## src/rtl/sdma_pkg.sv

```systemverilog
// Shared types for the sector DMA streamer.
// Assumes: nothing beyond IEEE 1800-2017.
package sdma_pkg;
    typedef enum logic [1:0] {
        ENG_IDLE,   // waiting for a tick
        ENG_RUN,    // moving beats of the current chunk
        ENG_FILL,   // waiting for a cache refill
        ENG_WRAP    // committing the chunk totals
    } eng_state_e;
endpackage

```

## src/rtl/sdma_ctrl.sv

```systemverilog
// Control registers: start acceptance, error flags, busy, working address
// and transferred-byte counter.
// Assumes: finish and commit arrive only while busy; moved is the chunk size.
module sdma_ctrl #(
    parameter int ADDR_W      = 32,
    parameter int LEN_W       = 24,
    parameter int ALIGN_BYTES = 32
) (
    input  logic              clk,
    input  logic              rst_n,
    input  logic              en,
    input  logic              start_req,
    input  logic [ADDR_W-1:0] base_addr,
    input  logic [LEN_W-1:0]  xfer_len,
    input  logic              dir_to_mem,
    input  logic              finish,
    input  logic              commit,
    input  logic [LEN_W-1:0]  moved,
    output logic              busy,
    output logic              err_len,
    output logic              err_dir,
    output logic [ADDR_W-1:0] work_addr,
    output logic [LEN_W-1:0]  done_bytes,
    output logic [LEN_W-1:0]  len_q
);
    localparam int AL_W = $clog2(ALIGN_BYTES);

    logic start_ok;
    logic len_bad;
    logic go;

    // Decode whether a start request is taken and whether it is valid.
    always_comb begin
        start_ok = start_req && en && !busy;
        len_bad  = |xfer_len[AL_W-1:0];
        go       = start_ok && !len_bad && dir_to_mem;
    end

    // Busy flag: set by a valid start, cleared by abort or completion.
    always_ff @(posedge clk) begin
        if (!rst_n)      busy <= 1'b0;
        else if (!en)    busy <= 1'b0;
        else if (go)     busy <= 1'b1;
        else if (finish) busy <= 1'b0;
    end

    // Error flags: refreshed on every accepted start request.
    always_ff @(posedge clk) begin
        if (!rst_n) begin
            err_len <= 1'b0;
            err_dir <= 1'b0;
        end else if (start_ok) begin
            err_len <= len_bad;
            err_dir <= !dir_to_mem;
        end
    end

    // Working address, byte counter and length latch.
    always_ff @(posedge clk) begin
        if (!rst_n) begin
            work_addr  <= '0;
            done_bytes <= '0;
            len_q      <= '0;
        end else if (go) begin
            work_addr  <= base_addr;
            done_bytes <= '0;
            len_q      <= xfer_len;
        end else if (commit) begin
            work_addr  <= work_addr + ADDR_W'(moved);
            done_bytes <= done_bytes + moved;
        end
    end
endmodule

```

## src/rtl/sdma_sizer.sv

```systemverilog
// Chunk sizer: bytes a tick may move, bounded by the per-tick limit, the
// bytes still owed and, with no sectors left, the bytes in the cache.
// Assumes: LEN_W is at least CB_W.
module sdma_sizer #(
    parameter int LEN_W     = 24,
    parameter int CB_W      = 17,
    parameter int CHUNK_MAX = 10240
) (
    input  logic [LEN_W-1:0] len_q,
    input  logic [LEN_W-1:0] done_bytes,
    input  logic [CB_W-1:0]  cache_bytes,
    input  logic             rem_zero,
    output logic [LEN_W-1:0] chunk
);
    logic [LEN_W-1:0] owed;
    logic [LEN_W-1:0] lim;
    logic [LEN_W-1:0] cache_ext;

    // Minimum of the three bounds.
    always_comb begin
        owed      = len_q - done_bytes;
        lim       = (owed < LEN_W'(CHUNK_MAX)) ? owed : LEN_W'(CHUNK_MAX);
        cache_ext = LEN_W'(cache_bytes);
        chunk     = (rem_zero && (cache_ext < lim)) ? cache_ext : lim;
    end
endmodule

```

## src/rtl/sdma_cache.sv

```systemverilog
// Cache bookkeeping: remaining sectors, next sector address, valid bytes
// in the cache, read index, refill sizing and command activity.
// Assumes: fill_done answers each fill_issue once; cmd_load while idle.
module sdma_cache #(
    parameter int LBA_W      = 24,
    parameter int SECT_BYTES = 2048,
    parameter int CACHE_SECT = 32,
    parameter int BEAT_BYTES = 4,
    parameter int CB_W       = $clog2(CACHE_SECT*SECT_BYTES+1),
    parameter int CIDX_W     = $clog2(CACHE_SECT*SECT_BYTES/BEAT_BYTES),
    parameter int FC_W       = $clog2(CACHE_SECT+1)
) (
    input  logic              clk,
    input  logic              rst_n,
    input  logic              cmd_load,
    input  logic [LBA_W-1:0]  cmd_lba,
    input  logic [LBA_W-1:0]  cmd_sectors,
    input  logic              fill_issue,
    input  logic              fill_done,
    input  logic              consume,
    input  logic              cmd_done,
    output logic [LBA_W-1:0]  rem,
    output logic [LBA_W-1:0]  next_lba,
    output logic [FC_W-1:0]   fill_cnt,
    output logic [CB_W-1:0]   cache_bytes,
    output logic [CIDX_W-1:0] cache_idx,
    output logic              fill_pend,
    output logic              cmd_active
);
    // Refill size: whole cache or whatever is left.
    always_comb begin
        fill_cnt = (rem > LBA_W'(CACHE_SECT)) ? FC_W'(CACHE_SECT) : FC_W'(rem);
    end

    // Sector stream and cache occupancy tracking.
    always_ff @(posedge clk) begin
        if (!rst_n) begin
            rem         <= '0;
            next_lba    <= '0;
            cache_bytes <= '0;
            cache_idx   <= '0;
        end else if (cmd_load) begin
            rem         <= cmd_sectors;
            next_lba    <= cmd_lba;
            cache_bytes <= '0;
            cache_idx   <= '0;
        end else if (fill_done) begin
            rem         <= rem - LBA_W'(fill_cnt);
            next_lba    <= next_lba + LBA_W'(fill_cnt);
            cache_bytes <= CB_W'(fill_cnt) * CB_W'(SECT_BYTES);
            cache_idx   <= '0;
        end else if (consume) begin
            cache_bytes <= cache_bytes - CB_W'(BEAT_BYTES);
            cache_idx   <= cache_idx + 1'b1;
        end
    end

    // Outstanding refill marker.
    always_ff @(posedge clk) begin
        if (!rst_n)          fill_pend <= 1'b0;
        else if (fill_done)  fill_pend <= 1'b0;
        else if (fill_issue) fill_pend <= 1'b1;
    end

    // Command activity: set on load, cleared when completion is signalled.
    always_ff @(posedge clk) begin
        if (!rst_n)         cmd_active <= 1'b0;
        else if (cmd_load)  cmd_active <= 1'b1;
        else if (cmd_done)  cmd_active <= 1'b0;
    end
endmodule

```

## src/rtl/sdma_engine.sv

```systemverilog
// Chunk engine: on a tick moves one chunk beat by beat, requests refills
// when the cache is empty, and emits commit, end and completion strobes.
// Assumes: tick is offered only while idle; cache bytes are beat multiples.
module sdma_engine
    import sdma_pkg::*;
#(
    parameter int LEN_W      = 24,
    parameter int LBA_W      = 24,
    parameter int CB_W       = 17,
    parameter int BEAT_BYTES = 4
) (
    input  logic             clk,
    input  logic             rst_n,
    input  logic             busy,
    input  logic             en,
    input  logic             tick,
    input  logic [LEN_W-1:0] chunk,
    input  logic [LEN_W-1:0] len_q,
    input  logic [LEN_W-1:0] done_bytes,
    input  logic [CB_W-1:0]  cache_bytes,
    input  logic [LBA_W-1:0] rem,
    input  logic             fill_pend,
    input  logic             fill_done,
    input  logic             cmd_active,
    output logic             beat,
    output logic             fill_issue,
    output logic             commit,
    output logic             dma_end,
    output logic             cmd_done,
    output logic [LEN_W-1:0] moved
);
    eng_state_e       state;
    logic [LEN_W-1:0] left;
    logic             run_ok;
    logic             cache_empty;
    logic             rem_zero;

    // Strobes decoded from the state and the bookkeeping inputs.
    always_comb begin
        run_ok      = busy && en;
        cache_empty = (cache_bytes == '0);
        rem_zero    = (rem == '0);
        beat        = (state == ENG_RUN) && run_ok && (left != '0) && !cache_empty;
        fill_issue  = (state == ENG_RUN) && run_ok && (left != '0) && cache_empty
                      && !rem_zero && !fill_pend;
        commit      = (state == ENG_WRAP) && run_ok;
        dma_end     = commit && ((done_bytes + moved) == len_q);
        cmd_done    = commit && cmd_active && rem_zero && cache_empty;
    end

    // Chunk sequencing.
    always_ff @(posedge clk) begin
        if (!rst_n) begin
            state <= ENG_IDLE;
            left  <= '0;
            moved <= '0;
        end else begin
            unique case (state)
                ENG_IDLE: begin
                    if (run_ok && tick) begin
                        left  <= chunk;
                        moved <= '0;
                        state <= ENG_RUN;
                    end
                end
                ENG_RUN: begin
                    if (!run_ok) begin
                        state <= ENG_IDLE;
                    end else if (left == '0) begin
                        state <= ENG_WRAP;
                    end else if (cache_empty) begin
                        state <= rem_zero ? ENG_WRAP : ENG_FILL;
                    end else begin
                        left  <= left - LEN_W'(BEAT_BYTES);
                        moved <= moved + LEN_W'(BEAT_BYTES);
                    end
                end
                ENG_FILL: begin
                    if (!run_ok)        state <= ENG_IDLE;
                    else if (fill_done) state <= ENG_RUN;
                end
                ENG_WRAP: state <= ENG_IDLE;
                default:  state <= ENG_IDLE;
            endcase
        end
    end
endmodule

```

## src/rtl/sector_dma_stream.sv

```systemverilog
// Top of the sector DMA streamer: wires control, sizing, cache bookkeeping
// and the chunk engine; data passes from the cache read port to memory.
// Assumes: cache_rdata is valid in the cycle cache_raddr is driven;
// DATA_W/8 divides SECT_BYTES, CHUNK_MAX and 32; ADDR_W >= LEN_W >= cache byte width.
module sector_dma_stream #(
    parameter int ADDR_W     = 32,
    parameter int LEN_W      = 24,
    parameter int LBA_W      = 24,
    parameter int DATA_W     = 32,
    parameter int SECT_BYTES = 2048,
    parameter int CACHE_SECT = 32,
    parameter int CHUNK_MAX  = 10240
) (
    input  logic                                              clk,
    input  logic                                              rst_n,
    input  logic                                              en,
    input  logic                                              start_req,
    input  logic [ADDR_W-1:0]                                 base_addr,
    input  logic [LEN_W-1:0]                                  xfer_len,
    input  logic                                              dir_to_mem,
    input  logic                                              tick,
    input  logic                                              cmd_load,
    input  logic [LBA_W-1:0]                                  cmd_lba,
    input  logic [LBA_W-1:0]                                  cmd_sectors,
    output logic                                              fill_req,
    output logic [LBA_W-1:0]                                  fill_lba,
    output logic [$clog2(CACHE_SECT+1)-1:0]                   fill_cnt,
    input  logic                                              fill_done,
    output logic [$clog2(CACHE_SECT*SECT_BYTES*8/DATA_W)-1:0] cache_raddr,
    input  logic [DATA_W-1:0]                                 cache_rdata,
    output logic                                              mem_we,
    output logic [ADDR_W-1:0]                                 mem_addr,
    output logic [DATA_W-1:0]                                 mem_wdata,
    output logic                                              busy,
    output logic [ADDR_W-1:0]                                 work_addr,
    output logic [LEN_W-1:0]                                  done_bytes,
    output logic                                              dma_end,
    output logic                                              cmd_done,
    output logic                                              err_len,
    output logic                                              err_dir
);
    localparam int BEAT_BYTES  = DATA_W / 8;
    localparam int CACHE_BYTES = CACHE_SECT * SECT_BYTES;
    localparam int CB_W        = $clog2(CACHE_BYTES + 1);
    localparam int CIDX_W      = $clog2(CACHE_BYTES / BEAT_BYTES);
    localparam int FC_W        = $clog2(CACHE_SECT + 1);

    logic [LEN_W-1:0] len_q;
    logic [LEN_W-1:0] chunk;
    logic [LEN_W-1:0] moved;
    logic [LBA_W-1:0] rem;
    logic [CB_W-1:0]  cache_bytes;
    logic             fill_pend;
    logic             cmd_active;
    logic             beat;
    logic             fill_issue;
    logic             commit;

    sdma_ctrl #(
        .ADDR_W     (ADDR_W),
        .LEN_W      (LEN_W),
        .ALIGN_BYTES(32)
    ) ctrl_i (
        .clk       (clk),
        .rst_n     (rst_n),
        .en        (en),
        .start_req (start_req),
        .base_addr (base_addr),
        .xfer_len  (xfer_len),
        .dir_to_mem(dir_to_mem),
        .finish    (dma_end),
        .commit    (commit),
        .moved     (moved),
        .busy      (busy),
        .err_len   (err_len),
        .err_dir   (err_dir),
        .work_addr (work_addr),
        .done_bytes(done_bytes),
        .len_q     (len_q)
    );

    sdma_sizer #(
        .LEN_W    (LEN_W),
        .CB_W     (CB_W),
        .CHUNK_MAX(CHUNK_MAX)
    ) sizer_i (
        .len_q      (len_q),
        .done_bytes (done_bytes),
        .cache_bytes(cache_bytes),
        .rem_zero   (rem == '0),
        .chunk      (chunk)
    );

    sdma_cache #(
        .LBA_W     (LBA_W),
        .SECT_BYTES(SECT_BYTES),
        .CACHE_SECT(CACHE_SECT),
        .BEAT_BYTES(BEAT_BYTES),
        .CB_W      (CB_W),
        .CIDX_W    (CIDX_W),
        .FC_W      (FC_W)
    ) cache_i (
        .clk        (clk),
        .rst_n      (rst_n),
        .cmd_load   (cmd_load),
        .cmd_lba    (cmd_lba),
        .cmd_sectors(cmd_sectors),
        .fill_issue (fill_issue),
        .fill_done  (fill_done),
        .consume    (beat),
        .cmd_done   (cmd_done),
        .rem        (rem),
        .next_lba   (fill_lba),
        .fill_cnt   (fill_cnt),
        .cache_bytes(cache_bytes),
        .cache_idx  (cache_raddr),
        .fill_pend  (fill_pend),
        .cmd_active (cmd_active)
    );

    sdma_engine #(
        .LEN_W     (LEN_W),
        .LBA_W     (LBA_W),
        .CB_W      (CB_W),
        .BEAT_BYTES(BEAT_BYTES)
    ) engine_i (
        .clk        (clk),
        .rst_n      (rst_n),
        .busy       (busy),
        .en         (en),
        .tick       (tick),
        .chunk      (chunk),
        .len_q      (len_q),
        .done_bytes (done_bytes),
        .cache_bytes(cache_bytes),
        .rem        (rem),
        .fill_pend  (fill_pend),
        .fill_done  (fill_done),
        .cmd_active (cmd_active),
        .beat       (beat),
        .fill_issue (fill_issue),
        .commit     (commit),
        .dma_end    (dma_end),
        .cmd_done   (cmd_done),
        .moved      (moved)
    );

    // Memory write port: beat data straight from the cache read port.
    always_comb begin
        fill_req  = fill_issue;
        mem_we    = beat;
        mem_addr  = work_addr + ADDR_W'(moved);
        mem_wdata = cache_rdata;
    end
endmodule

```

## config.mk

```make
export PLATFORM = sky130hd
export DESIGN_NAME = sector_dma_stream
export DESIGN_NICKNAME = d
export VERILOG_FILES = /design/src/rtl/sdma_pkg.sv /design/src/rtl/sdma_ctrl.sv /design/src/rtl/sdma_sizer.sv /design/src/rtl/sdma_cache.sv /design/src/rtl/sdma_engine.sv /design/src/rtl/sector_dma_stream.sv
export SDC_FILE = /design/constraint.sdc
export NUM_CORES = 1
export LEC_CHECK = 0
export ABC_AREA = 1
export BUFFER_PORTS_ARGS = -buffer_cell sky130_fd_sc_hd__buf_2
export CORE_ASPECT_RATIO = 1.5
export CORE_UTILIZATION = 61
export DETAILED_ROUTE_END_ITERATION = 7
export PLACE_DENSITY = 0.94
export SLEW_MARGIN = 20
export SYNTH_ARGS = -nofsm -noshare
export SYNTH_HDL_FRONTEND = slang
export SYNTH_SLANG_ARGS = --single-unit
```

## constraint.sdc

```tcl
create_clock -name clk -period 8 [get_ports clk]
set_input_delay 0.8 -clock clk [delete_from_list [all_inputs] [get_ports clk]]
set_output_delay 0.8 -clock clk [all_outputs]
set_load 0.05 [all_outputs]
```

# After elaboration in Yosys (flattened, before gate mapping)
# Cells that the tools add are included.
# op_classes
n_reduce_logical	43
n_eq_ne	10
n_bitwise	1
addsub	9
mux	33
magnitude_cmp	3
# op_table
operator	n
24-bit two-way mux	14
24-bit one-hot mux with 2 select lines	2
32-bit two-way mux	2
24-bit logical NOT	2
17-bit two-way mux	2
32-bit by 24-bit adder with 32-bit output	1
24-bit adder	1
24-bit by 3-bit adder with 24-bit output (second input constant)	1
24-bit by 6-bit adder with 24-bit output	1
24-bit == test	1
24-bit by 6-bit > comparator with 1-bit output (second input constant)	1
17-bit by 24-bit < comparator with 1-bit output	1
24-bit by 14-bit < comparator with 1-bit output (second input constant)	1
24-bit nonzero test	1
24-bit subtractor	1
24-bit by 3-bit subtractor with 24-bit output (second input constant)	1
24-bit by 6-bit subtractor with 24-bit output	1
1-bit logical AND	18
17-bit logical NOT	1
17-bit by 3-bit subtractor with 17-bit output (second input constant)	1
14-bit by 1-bit adder with 14-bit output (second input constant)	1
2-bit two-way mux	6
2-bit nonzero test	6
2-bit one-hot mux with 4 select lines	1
other kinds (17)	31
# word_totals
in_bits	144
elab_cells	115
regBits	214

# Longest topological paths before layout
# logic_depth
word_depth	8
ltp_mapped	33
depth_no_buf	33

# Hierarchy
# From an unflattened synthesis, not the netlist that was laid out.
# hier_totals
hier_cells	3685
area_unflattened_um2	21440.6
# modules_own_cells
mod	area_per_inst_um2	cells_per_inst	instances	seq_area_each_um2
sdma_ctrl	6701.4	1131	1	1661.6
sdma_cache	4803.4	712	1	1581.5
sdma_engine	4684.5	790	1	960.9
sdma_sizer	2747.6	553	1	0.0
sector_dma_stream	2503.7	499	1	0.0

# Least setup slack after synthesis
# Ideal clock, no wire load.
# synth_path
path_type	reg2reg
startpoint	register cache_i.rem[14]
endpoint	register cache_i.next_lba[20]
path_slack_ns	3.805
t_arrival_ns	4.120
setup_ns	0.074
path_stages_with_launch	24
path_cell_list	dfxtp_1 > nor2_2 > nand4_1 > nor2_2 > nand3_2 > buf_2 > nor2_1 > ha_1 > inv_1 > fa_1 > inv_1 > a31oi_1 > o21ai_1 > nand2_1 > nor2_1 > nand4_1 > nor3_1 > nand2_1 > inv_1 > nand3_1 > nor2_1 > xor2_1 > nand2_1 > a31oi_1
# synth_via
elab_chain_cells	5
# synth_lines
item	line	rtl
start, declared	sdma_cache.sv:22	output logic [LBA_W-1:0] rem,
start signal, assigned	sdma_cache.sv:43	rem <= cmd_sectors;
start signal, assigned	sdma_cache.sv:48	rem <= rem - LBA_W'(fill_cnt);
24-bit by 6-bit > comparator with 1-bit output	sdma_cache.sv:32	fill_cnt = (rem > LBA_W'(CACHE_SECT)) ? FC_W'(CACHE_SECT) : FC_W'(rem);
6-bit two-way mux	sdma_cache.sv:32	
named net fill_cnt[0]	sector_dma_stream.sv:27	output logic [$clog2(CACHE_SECT+1)-1:0] fill_cnt,
24-bit by 6-bit adder with 24-bit output	sdma_cache.sv:49	next_lba <= next_lba + LBA_W'(fill_cnt);
24-bit two-way mux	sdma_cache.sv:47	end else if (fill_done) begin
24-bit two-way mux	sdma_cache.sv:42	end else if (cmd_load) begin
end signal, assigned	sdma_cache.sv:44	next_lba <= cmd_lba;
end signal, assigned	sdma_cache.sv:49	
end, declared	sdma_cache.sv:23	output logic [LBA_W-1:0] next_lba,
# The timed path passes the listed nets, and every way through them passes these cells. The select of a mux whose other input is x is not followed.
# A chain may end at the register's enable or synchronous reset.

# Worst setup path after layout
# layout_path
startpoint	register ctrl_i.done_bytes[2]
endpoint	register engine_i.left[10]
# layout_via
elab_chain_cells	8
# layout_lines
item	line	rtl
start, declared	sdma_ctrl.sv:23	output logic [LEN_W-1:0] done_bytes,
start signal, assigned	sdma_ctrl.sv:70	done_bytes <= done_bytes + moved;
24-bit subtractor (*)	sdma_sizer.sv:21	owed = len_q - done_bytes;
24-bit by 14-bit < comparator with 1-bit output	sdma_sizer.sv:22	lim = (owed < LEN_W'(CHUNK_MAX)) ? owed : LEN_W'(CHUNK_MAX);
24-bit two-way mux (*)	sdma_sizer.sv:22	
17-bit by 24-bit < comparator with 1-bit output	sdma_sizer.sv:24	chunk = (rem_zero && (cache_ext < lim)) ? cache_ext : lim;
1-bit logical AND	sdma_sizer.sv:24	
24-bit two-way mux (*)	sdma_sizer.sv:24	
24-bit two-way mux (*)	sdma_engine.sv:60	if (run_ok && tick) begin
24-bit one-hot mux with 2 select lines (*)	sdma_engine.sv:58	unique case (state)
end signal, assigned	sdma_engine.sv:61	left <= chunk;
end signal, assigned	sdma_engine.sv:74	left <= left - LEN_W'(BEAT_BYTES);
end, declared	sdma_engine.sv:33	logic [LEN_W-1:0] left;
# Mark *: on every way between the ends. The rest lies on a longest branch, timed or not. The select of a mux whose other input is x is not followed.

==> results by group <==
Floorplanning
  – Rows: 70
  – Core footprint: around 25000 µm²
  – Initial Utilization: about 62%
  – Full die area: roughly 26000 µm²
  – Die height: about 200 µm
  – Die W: 131 µm
  – IO Pins: 315

Routing
  – Avg WL per Cell: 16.7 µm
  – Pre-antenna DRT Iters: 6
  – Total Wirelength: about 49 mm
  – DRC errors left: 0
  – Via density per instance: around 5.8
  – First DRT Iteration DRCs: 1460
  – Routed Antenna Nets: 0
  – Vias: 16900

Synth
  – Sequential share of the synthesized area: approximately 27%
  – Top FF cell, synth: dfxtp_1
  – Yosys top cell area share: a little over a quarter
  – Synth Register Bits: 208
  – Post-synth EDFFs: 0
  – Async S/R FF share, synth: 0%
  – Distinct cells, synth: 58
  – Synth area leader: dfxtp_1
  – Synth warn: 0
  – Avg Cell Area, Syn: 6.41 µm²
  – Post-Syn Area: 15300 µm²
  – Gate Count Post-Synth: ~2400
  – Synth top area cells: dfxtp_1, nand2_1, ha_1

Setup path
  – Critical path's top delay family: simple AND/OR/NAND/NOR gates
  – Crit path capture type: flop
  – Worst R2R Setup Slack: ~3.4 ns
  – Critical R2R Capture: engine_i.left[10]
  – Worst setup SP type: flop
  – Slowest CP cell: nor3_1
  – CP max FO: 16
  – Critical path type: flop to flop
  – Crit path buffers/inverters: 3
  – Worst path most repeated cell: nand2_1
  – Cell count of the worst reg-to-reg path: 26
  – Worst reg2reg path startpoint: ctrl_i.done_bytes[2]
  – Crit path DAT: about 5 ns
  – Crit-path max cell delay: roughly 0.47 ns
  – Worst endpoint required time: 8.41 ns

Global route
  – Largest net degree at the start of global routing: 90
  – Vias in the first global route: 16700
  – Total grt overflow: 0
  – Initial antenna violation count: 2
  – First-pass GRT wire length: 78.6 mm
  – Total track usage: 37.1%

STA
  – Final setup fails: 0
  – Max Slew Vio Count: 0
  – TNS Setup: 0 ns
  – Clock skew: ~0.016 ns
  – Fin crit period: 4.63 ns
  – Final worst path period share: 57.9%
  – Fmax: ~220 MHz
  – Worst slew pin tran: 1.14 ns
  – RSZ-0062 raised after global routing: false
  – Final Worst Setup Slack: about 3.4 ns
  – Final Hold Viols: 0
  – Worst relative slew slack: about a quarter

Power and ir drop
  – Pleak: 8.61 nW
  – Pint: 1.83 mW
  – Clock power share: 46.4%
  – Sw Pwr: 0.651 mW
  – Power density cells: 143 nW/µm²
  – Sw Ratio: 26.2%
  – Overall Power: 2.48 mW
  – Sequential Power Share: 43.4%
  – Peak VDD IR: 0.000139 V
  – Combinational fraction of design power: about a tenth

Cells and area
  – Cell Count, Final, Fillers Out: 2912
  – Fillers: around 2000
  – Area of the multi-input gates: 9470 µm²
  – NumNets Final: between 2000 and 3000
  – Share of post-route cells with drive strength above 1: 15.0%
  – Layout area overhead: 13.2%
  – FF/Latch Area: 4160 µm²

Placed design
  – Post-DP HPWL: 36.6 mm
  – Port Buffers: 248
  – Placed Instances: 2870
  – RePlAce Congestion: roughly 0.96
  – Worst Setup Slack post-DPL: ~3.5 ns

Clock network
  – Hold-fix buffers, CTS: 0
  – Clk_lat worst skew: 0.53 ns
  – Setup repair bufs after CTS: 0
  – CTS Buf Count: 22
  – CTS tree: done
  – CTS H-tree lvls: 1
  – Sink Count: 208
  – Reg clk slew, reported paths: around 0.070 ns
  – Post-cts sizing count: 0
  – Clk Tree Root Cell: clkbuf_16
  – Longest Clk Path Bufs: 3

Flow run
  – Max-cap violation count: 0

Hold path
  – Hold-critical path depth: 1
  – Hold Path End: cache_i.cache_idx[13]
  – Hold crit path type: flop to flop
  – Hold path start: cache_i.cache_idx[13]

Status
  – Outcome: complete, no violations
## cell usage after synthesis (4+ instances only)
master      n
o21a_1      7
nor4_1     16
nand2_1   623
clkbuf_1   57
xnor2_1    26
or2_2      18
nand4_1    39
o211ai_1    9
a211oi_1    6
nand3_2     6
xor2_1     63
nor2_1    209
nand3_1   110
inv_1     296
a31oi_1    74
inv_2      12
nor2_2     14
nor2_4      5
ha_1       93
o21ai_1     6
buf_2       4
o21ai_0   123
a21oi_1   188
o21bai_1    5
a21oi_2     7
a22oi_1     7
dfxtp_1   208
buf_4      36
nand3b_1    5
nand2_2    14
nor3_1     48
a21o_1      5
## per-stage QoR
step	util, %	instance area, µm²	hold slack, ns
6_report	70.6	17300	0.461
5_1_grt	70.6	17300	0.465
4_1_cts	70.6	17300	0.454
3_5_place_dp	67.3	16500	0.441
3_3_place_gp	67.3	16500	0.432
2_1_floorplan	-	15300	0.437
## power groups by stage
stage               Combinational (mW)  Clock (mW)  Sequential, mW
floorplan                        0.191           0            1.12
global route                     0.278        1.19            1.08
detailed placement               0.248           0            1.10
finish                           0.254        1.15            1.08
CTS                              0.251        1.15            1.08
global placement                 0.243           0            1.10
## worst max-delay path by stage
stage	startpoint	endpoint	depth (start not counted)
global route	ctrl_i.done_bytes[2]	engine_i.left[10]	27
detailed placement	ctrl_i.done_bytes[2]	engine_i.left[3]	26
finish	ctrl_i.done_bytes[2]	engine_i.left[10]	26
global placement	ctrl_i.done_bytes[2]	engine_i.left[3]	26
CTS	engine_i.moved[2]	dma_end	16
floorplan	cache_i.rem[14]	cache_i.next_lba[20]	23
## placed cells by master, fill, tap and decap left out, drive strengths merged, types with 3 or more instances in the layout
cell type and count:
nand2 640, inv 308, buf 255, nor2 228, dfxtp 208, a21oi 195, o21ai 131, nand3 116
ha 93, a31oi 74, xor2 63, nor3 52, nand4 39, clkbuf 29, xnor2 26, or2 20
nor4 18, o211ai 10, conb 9, o21a 7, a22oi 7, a211oi 6, clkinv 6, o21bai 5
a21o 5, nand3b 5, clkinvlp 4, bufinv 4, and3 3, nor3b 3, a21boi 3
## state kept, by name, indices dropped and copies added (netlist names)
signal and flops:
cache_i.cache_bytes 15, cache_i.cache_idx 14, cache_i.cmd_active 1, cache_i.fill_pend 1
cache_i.next_lba 24, cache_i.rem 24, ctrl_i.busy 1, ctrl_i.done_bytes 22
ctrl_i.err_dir 1, ctrl_i.err_len 1, ctrl_i.len_q 24, ctrl_i.work_addr 32
engine_i.left 24, engine_i.moved 22, engine_i.state 2
## layer usage
metal	global-route usage (%)	share of wire [%]	up-vias
met3	5.43	6.9	248
met5	0	0	-
met4	25.7	6.9	0
met1	37.8	35	7665
li1	-	-	8152
met2	69.5	51	822
## cells by family after synthesis
group / Yosys count / share of synthesized area, %
AOI/OAI and AO/OA: 452 / 16.7
buffers and inverters: 412 / 11.1
other: 2 / 0.0491
DFF: 208 / 27.2
adders and majority gates: 95 / 7.87
and+or+nand+nor: 1127 / 32.0
xor gates and xnor gates: 89 / 5.10
## area by class of cell
class                      instances  share of cell area, %
inverter                         311                   6.74
sequential                       208                   24.1
multi-input combinational       1772                   54.7
antenna                            2                 0.0289
tap                              324                   2.34
clock inverter                    11                  0.976
clock buffer                      29                   3.69
timing repair buffer             255                   7.47
Note: power is estimated with default switching activity, not from simulation.
